## src/rtl/colgen_pkg.sv

```systemverilog
package colgen_pkg;

    parameter int unsigned COLW  = 8;
    parameter int unsigned BLC_W = 3;

    typedef enum logic [BLC_W-1:0] {
        BLC_1    = 3'b000,
        BLC_2    = 3'b001,
        BLC_4    = 3'b010,
        BLC_8    = 3'b011,
        BLC_PAGE = 3'b111
    } blcode_e;

    typedef enum logic {
        ORD_SEQ = 1'b0,
        ORD_ILV = 1'b1
    } order_e;

    typedef struct packed {
        logic [COLW-1:0] mask;
        logic            full;
        order_e          order;
    } burst_cfg_t;

    typedef struct packed {
        logic            active;
        logic [COLW-1:0] base;
        logic [COLW-1:0] beat;
        burst_cfg_t      cfg;
    } burst_state_t;

    function automatic burst_cfg_t decode_cfg(logic [BLC_W-1:0] code, logic ilv);
        burst_cfg_t c;
        c.full  = 1'b0;
        c.order = ilv ? ORD_ILV : ORD_SEQ;
        c.mask  = '0;
        case (code)
            BLC_1, BLC_2, BLC_4, BLC_8:
                c.mask = COLW'((COLW'(1) << code[1:0]) - COLW'(1));
            BLC_PAGE: begin
                c.mask  = '1;
                c.full  = 1'b1;
                c.order = ORD_SEQ;
            end
            default: c.mask = '0;
        endcase
        return c;
    endfunction

endpackage

```

## src/rtl/colgen_cfg.sv

```systemverilog
module colgen_cfg
    import colgen_pkg::*;
(
    input  logic [BLC_W-1:0] bl_code_i,
    input  logic             interleave_i,
    output burst_cfg_t       cfg_o
);

    always_comb begin
        cfg_o = decode_cfg(bl_code_i, interleave_i);
    end

endmodule

```

## src/rtl/colgen_seq.sv

```systemverilog
module colgen_seq
    import colgen_pkg::*;
(
    input  logic            clk,
    input  logic            rst,
    input  logic            start_i,
    input  logic [COLW-1:0] start_col_i,
    input  logic            term_i,
    input  burst_cfg_t      cfg_i,
    output burst_state_t    st_o,
    output logic            last_o
);

    burst_state_t st_q;
    burst_state_t st_d;
    logic         at_end;

    assign at_end = st_q.active && !st_q.cfg.full && (st_q.beat == st_q.cfg.mask);

    always_comb begin
        st_d = st_q;
        if (start_i) begin
            st_d.active = 1'b1;
            st_d.base   = start_col_i;
            st_d.beat   = '0;
            st_d.cfg    = cfg_i;
        end else if (term_i) begin
            st_d.active = 1'b0;
        end else if (st_q.active) begin
            if (at_end) begin
                st_d.active = 1'b0;
            end else begin
                st_d.beat = st_q.beat + COLW'(1);
            end
        end
    end

    always_ff @(posedge clk) begin
        if (rst) begin
            st_q <= '0;
        end else begin
            st_q <= st_d;
        end
    end

    assign st_o   = st_q;
    assign last_o = at_end;

endmodule

```

## src/rtl/colgen_addr.sv

```systemverilog
module colgen_addr
    import colgen_pkg::*;
(
    input  burst_state_t    st_i,
    output logic [COLW-1:0] col_o
);

    logic [COLW-1:0] sum;

    assign sum = st_i.base + st_i.beat;

    for (genvar b = 0; b < COLW; b++) begin : g_bit
        always_comb begin
            if (!st_i.cfg.mask[b]) begin
                col_o[b] = st_i.base[b];
            end else if (st_i.cfg.order == ORD_ILV) begin
                col_o[b] = st_i.base[b] ^ st_i.beat[b];
            end else begin
                col_o[b] = sum[b];
            end
        end
    end

endmodule

```

## src/rtl/sdram_burst_colgen.sv

```systemverilog
module sdram_burst_colgen
    import colgen_pkg::*;
(
    input  logic             clk,
    input  logic             rst,
    input  logic             start_i,
    input  logic [COLW-1:0]  start_col_i,
    input  logic [BLC_W-1:0] bl_code_i,
    input  logic             interleave_i,
    input  logic             term_i,
    output logic [COLW-1:0]  col_o,
    output logic             valid_o,
    output logic             last_o
);

    burst_cfg_t   cfg;
    burst_state_t st;

    colgen_cfg u_cfg (
        .bl_code_i    (bl_code_i),
        .interleave_i (interleave_i),
        .cfg_o        (cfg)
    );

    colgen_seq u_seq (
        .clk         (clk),
        .rst         (rst),
        .start_i     (start_i),
        .start_col_i (start_col_i),
        .term_i      (term_i),
        .cfg_i       (cfg),
        .st_o        (st),
        .last_o      (last_o)
    );

    colgen_addr u_addr (
        .st_i  (st),
        .col_o (col_o)
    );

    assign valid_o = st.active;

    AST_START_LOADS: assert property (@(posedge clk) disable iff (rst)
        start_i |=> (valid_o && col_o == $past(start_col_i)));

    AST_LAST_ENDS: assert property (@(posedge clk) disable iff (rst)
        (last_o && !start_i) |=> !valid_o);

    AST_TERM_STOPS: assert property (@(posedge clk) disable iff (rst)
        (term_i && !start_i) |=> !valid_o);

    AST_PAGE_STEP: assert property (@(posedge clk) disable iff (rst)
        (valid_o && st.cfg.full && !start_i && !term_i)
        |=> (valid_o && !last_o && col_o == COLW'($past(col_o) + COLW'(1))));

    AST_SEQ_UPPER_HELD: assert property (@(posedge clk) disable iff (rst)
        (valid_o && !last_o && st.cfg.order == ORD_SEQ && !start_i && !term_i)
        |=> ((col_o & ~st.cfg.mask) == ($past(col_o) & ~st.cfg.mask)));

endmodule

```

## config.mk

```make
export PLATFORM = sky130hd
export DESIGN_NAME = sdram_burst_colgen
export DESIGN_NICKNAME = d
export VERILOG_FILES = /design/src/rtl/colgen_pkg.sv /design/src/rtl/colgen_cfg.sv /design/src/rtl/colgen_seq.sv /design/src/rtl/colgen_addr.sv /design/src/rtl/sdram_burst_colgen.sv
export SDC_FILE = /design/constraint.sdc
export NUM_CORES = 1
export LEC_CHECK = 0
export BUFFER_PORTS_ARGS = -buffer_cell sky130_fd_sc_hd__buf_2
export CAP_MARGIN = 25
export CELL_PAD_IN_SITES_DETAIL_PLACEMENT = 0
export CELL_PAD_IN_SITES_GLOBAL_PLACEMENT = 1
export CORE_UTILIZATION = 38
export DETAILED_ROUTE_END_ITERATION = 8
export PLACE_DENSITY = 0.8
export SLEW_MARGIN = 5
export SYNTH_ARGS = -nofsm -noshare
export SYNTH_HDL_FRONTEND = slang
export SYNTH_HIERARCHICAL = 1
export SYNTH_SLANG_ARGS = --single-unit
```

## constraint.sdc

```tcl
create_clock -name clk -period 2.3 [get_ports clk]
set_clock_uncertainty 0.2 [all_clocks]
set_input_delay 0.46 -clock clk [delete_from_list [all_inputs] [get_ports clk]]
set_output_delay 0.46 -clock clk [all_outputs]
set_load 0.05 [all_outputs]
```

==> impl_metrics.tcl <==
set metrics [dict create \
    outcome "finished, violations left" \
    violations "setup timing" \
    io_pins 26 \
    min_path_cells 3 \
    finalCritPeriodShare 1.17 \
    clk_pin_slew_ns 0.10 \
    first_iter_violations 41 \
    start_kind "flip-flop" \
    synth_ff_type "dfxtp_1" \
    seq_power_share 0.487 \
    synth_area_leaders "dfxtp_1, mux2i_1, ha_1" \
    yosysSeqAreaShare 0.315 \
    grt_pass1_wl_mm 6.72 \
    track_usage 0.174 \
    largest_reg_flops 27 \
    die_x_um 69.2 \
    yosysWarnings 6 \
    pwr-share-clk 0.265 \
    yosysUniqueCellTypes 38 \
    setup_viol 7 \
    power.leakage_nw 1.09 \
    rr_worst_depth 9 \
    grt.busiest_layer "met2" \
    dp_hpwl_mm 2.95 \
    drv_slew 0 \
    synth_seq_cells 27 \
    worst_setup_path_end_kind "output pin" \
    n_antenna_cell 0 \
    p_sw_mw 0.311 \
    yosysMostFrequentCell "dfxtp_1" \
    p_int_mw 0.720 \
    period_needed_ns 2.68 \
    hp-class "input pin to flip-flop" \
    synth_top_family_by_area "simple AND/OR/NAND/NOR gates" \
    layout-drive-gt1-share 0.488 \
    worstPathMaxFanout 2 \
    drc_errors 0 \
    cap_violations 0 \
    grt.met1_usage 0.226 \
    grt_overflow 0 \
    syn_inst 197 \
    synth_common_cells "dfxtp_1, nor2_1, mux2i_1" \
    combPwrFrac 0.248 \
    ant_nets 0 \
    synth_fa_ha_area_frac 0.0765 \
    place_area_um2 2160 \
    rsz0062_at_grt "yes" \
    worst_pin_slew_ns 0.527 \
    start_util 0.395 \
    syn_avg_cell_area_um2 8.72 \
    htree_levels 1 \
    core_um2 4350 \
    dieArea_um2 4790 \
    p_per_area_nw_per_um2 414 \
    max_freq_ghz 0.373 \
    ir_drop_uv 286 \
    synth_edf_count 0 \
    fin_ws_ns -0.381 \
    syn_nets 222 \
    dp_slack_ns -0.352 \
    synthSimpleGateAreaFrac 0.213 \
    drt-total-wl_mm 4.03 \
    gp_congestion 0.814 \
    grt_pass1_vias 1475 \
    synth_top_cell_by_area "dfxtp_1" \
    use_met3 0.0174 \
    synth_top_area_frac 0.315 \
    die_h_um 69.2 \
    async_reset_ff_frac 0 \
    cts.sinks 27 \
    vias_per_cell 5.09 \
    clockBufferDepth 2 \
    holdBufCountCts 0 \
    cts_tree "yes" \
    first_pass_iters 4 \
    wl_per_cell_um 13.4 \
    critPathArrivalTime_ns 2.02 \
    hold_violations 0 \
    synth_compound_area_frac 0.125 \
    swShare 0.302 \
    synthesis.area_um2 1720 \
    synth_xor_area_frac 0.0714 \
    critical_path_class "flip-flop to output pin" \
    numCtsBuffers 3 \
    grtUsageMet2 0.300 \
    fin_area_um2 2490 \
    rows 24 \
    grt_max_degree 27 \
    synth.mux.area_fraction 0.138 \
    vias 1526 \
    relSlewSlack 0.647 \
    clock-root-buffer "clkbuf_8" \
    clock_latency_ns 0.27 \
    layout-area-overhead-vs-synth_pct 44.8 \
    antenna_found_initial 0 \
    nNetsFinal 274 \
    port_buffers 25 \
    cp.required_ns 1.64 \
]
-- power by group through the flow --
stage	Clock [mW]	Combinational (mW)	Sequential [mW]
final	0.273	0.255	0.502
after global routing	0.298	0.277	0.506
after CTS	0.287	0.247	0.503
after detailed placement	0	0.222	0.512
after global placement	0	0.219	0.512
after floorplan	0	0.155	0.512
-- cells in the final DEF, fill, tap and decap left out, types with 3 or more instances in the layout --
| cell type | n |
|---|---|
| inv_1 | 6 |
| nand2_1 | 14 |
| ha_4 | 6 |
| xor2_1 | 5 |
| mux2i_1 | 20 |
| a21oi_2 | 11 |
| buf_2 | 17 |
| dfxtp_1 | 15 |
| nor3_2 | 3 |
| a31o_1 | 5 |
| dfxtp_2 | 9 |
| nor2_1 | 23 |
| nor3_1 | 7 |
| nand3b_1 | 3 |
| xnor2_2 | 3 |
| clkbuf_8 | 3 |
| nor2b_1 | 3 |
| buf_6 | 12 |
| dfxtp_4 | 3 |
| and3_1 | 6 |
| buf_4 | 29 |
| xor2_2 | 3 |
-- cells by family (layout without fill, tap and decap cells) --
logic type / Yosys count / count (layout)
mux: 23 / 23
buf+inv: 20 / 71
fa+ha+maj: 10 / 10
flops: 27 / 27
xor+xnor: 14 / 14
compound gates: 31 / 31
simple gates: 72 / 72
-- per-layer routing --
layer  up-vias  wire length [um]  part of all wire
met1       718              1880              0.47
met2        22              2000              0.50
met5         -                 0                 0
met4         0                65             0.016
li1        780                 -                 -
met3         6                86             0.021
-- path summary, 6_finish.rpt --
| check | startpoint | end | slack (ns) |
|---|---|---|---|
| worst max register to register | u_seq/st_o[17] | u_seq/st_o[12] | 0.13 |
| worst min register to register | u_seq/st_o[1] | u_seq/st_o[1] | 0.34 |
| worst max-delay path | u_seq/st_o[19] | col_o[7] | -0.38 |
| worst min-delay path | start_col_i[0] | u_seq/st_o[18] | 0.22 |
-- metrics by stage --
stage / hold slack, ns / setup TNS, ns / total power, mW / utilization / std cells
floorplan: 0.262 / -0.285 / 0.667 / - / 197
global placement: 0.289 / -0.792 / 0.731 / 0.496 / 291
detailed placement: 0.292 / -0.852 / 0.734 / 0.496 / 291
CTS: 0.208 / -2.06 / 1.04 / 0.540 / 297
global route: 0.216 / -2.59 / 1.08 / 0.571 / 300
finish: 0.217 / -1.96 / 1.03 / 0.571 / 300
-- what timing repair did --
| action | in CTS | in global routing |
|---|---|---|
| endpoints found under the hold margin | 0 | 0 |
| setup buffers | 2 | 3 |
| gates resized for setup | 34 | 24 |
| setup endpoints to repair | 8 | 8 |
| pin swaps | 15 | 10 |
-- worst max-delay path: stages (launching register included) --
cell and delay, ns:
dfxtp_4 0.37, ha_4 0.24, a211oi_2 0.19, nor3_2 0.09, a31oi_4 0.22, mux2i_4 0.32
xor2_4 0.16, buf_6 0.17
-- area by class of cell --
cell class / count / area [um^2]
well taps: 52 / 65.1
inverters: 8 / 32.5
clock inverters: 1 / 5.00
fillers: 390 / 1870
flip-flops and latches: 27 / 563
repair buffers: 59 / 453
multi-input cells: 150 / 1330
clock buffers: 3 / 41.3
Note: power is estimated with default switching activity, not from simulation.
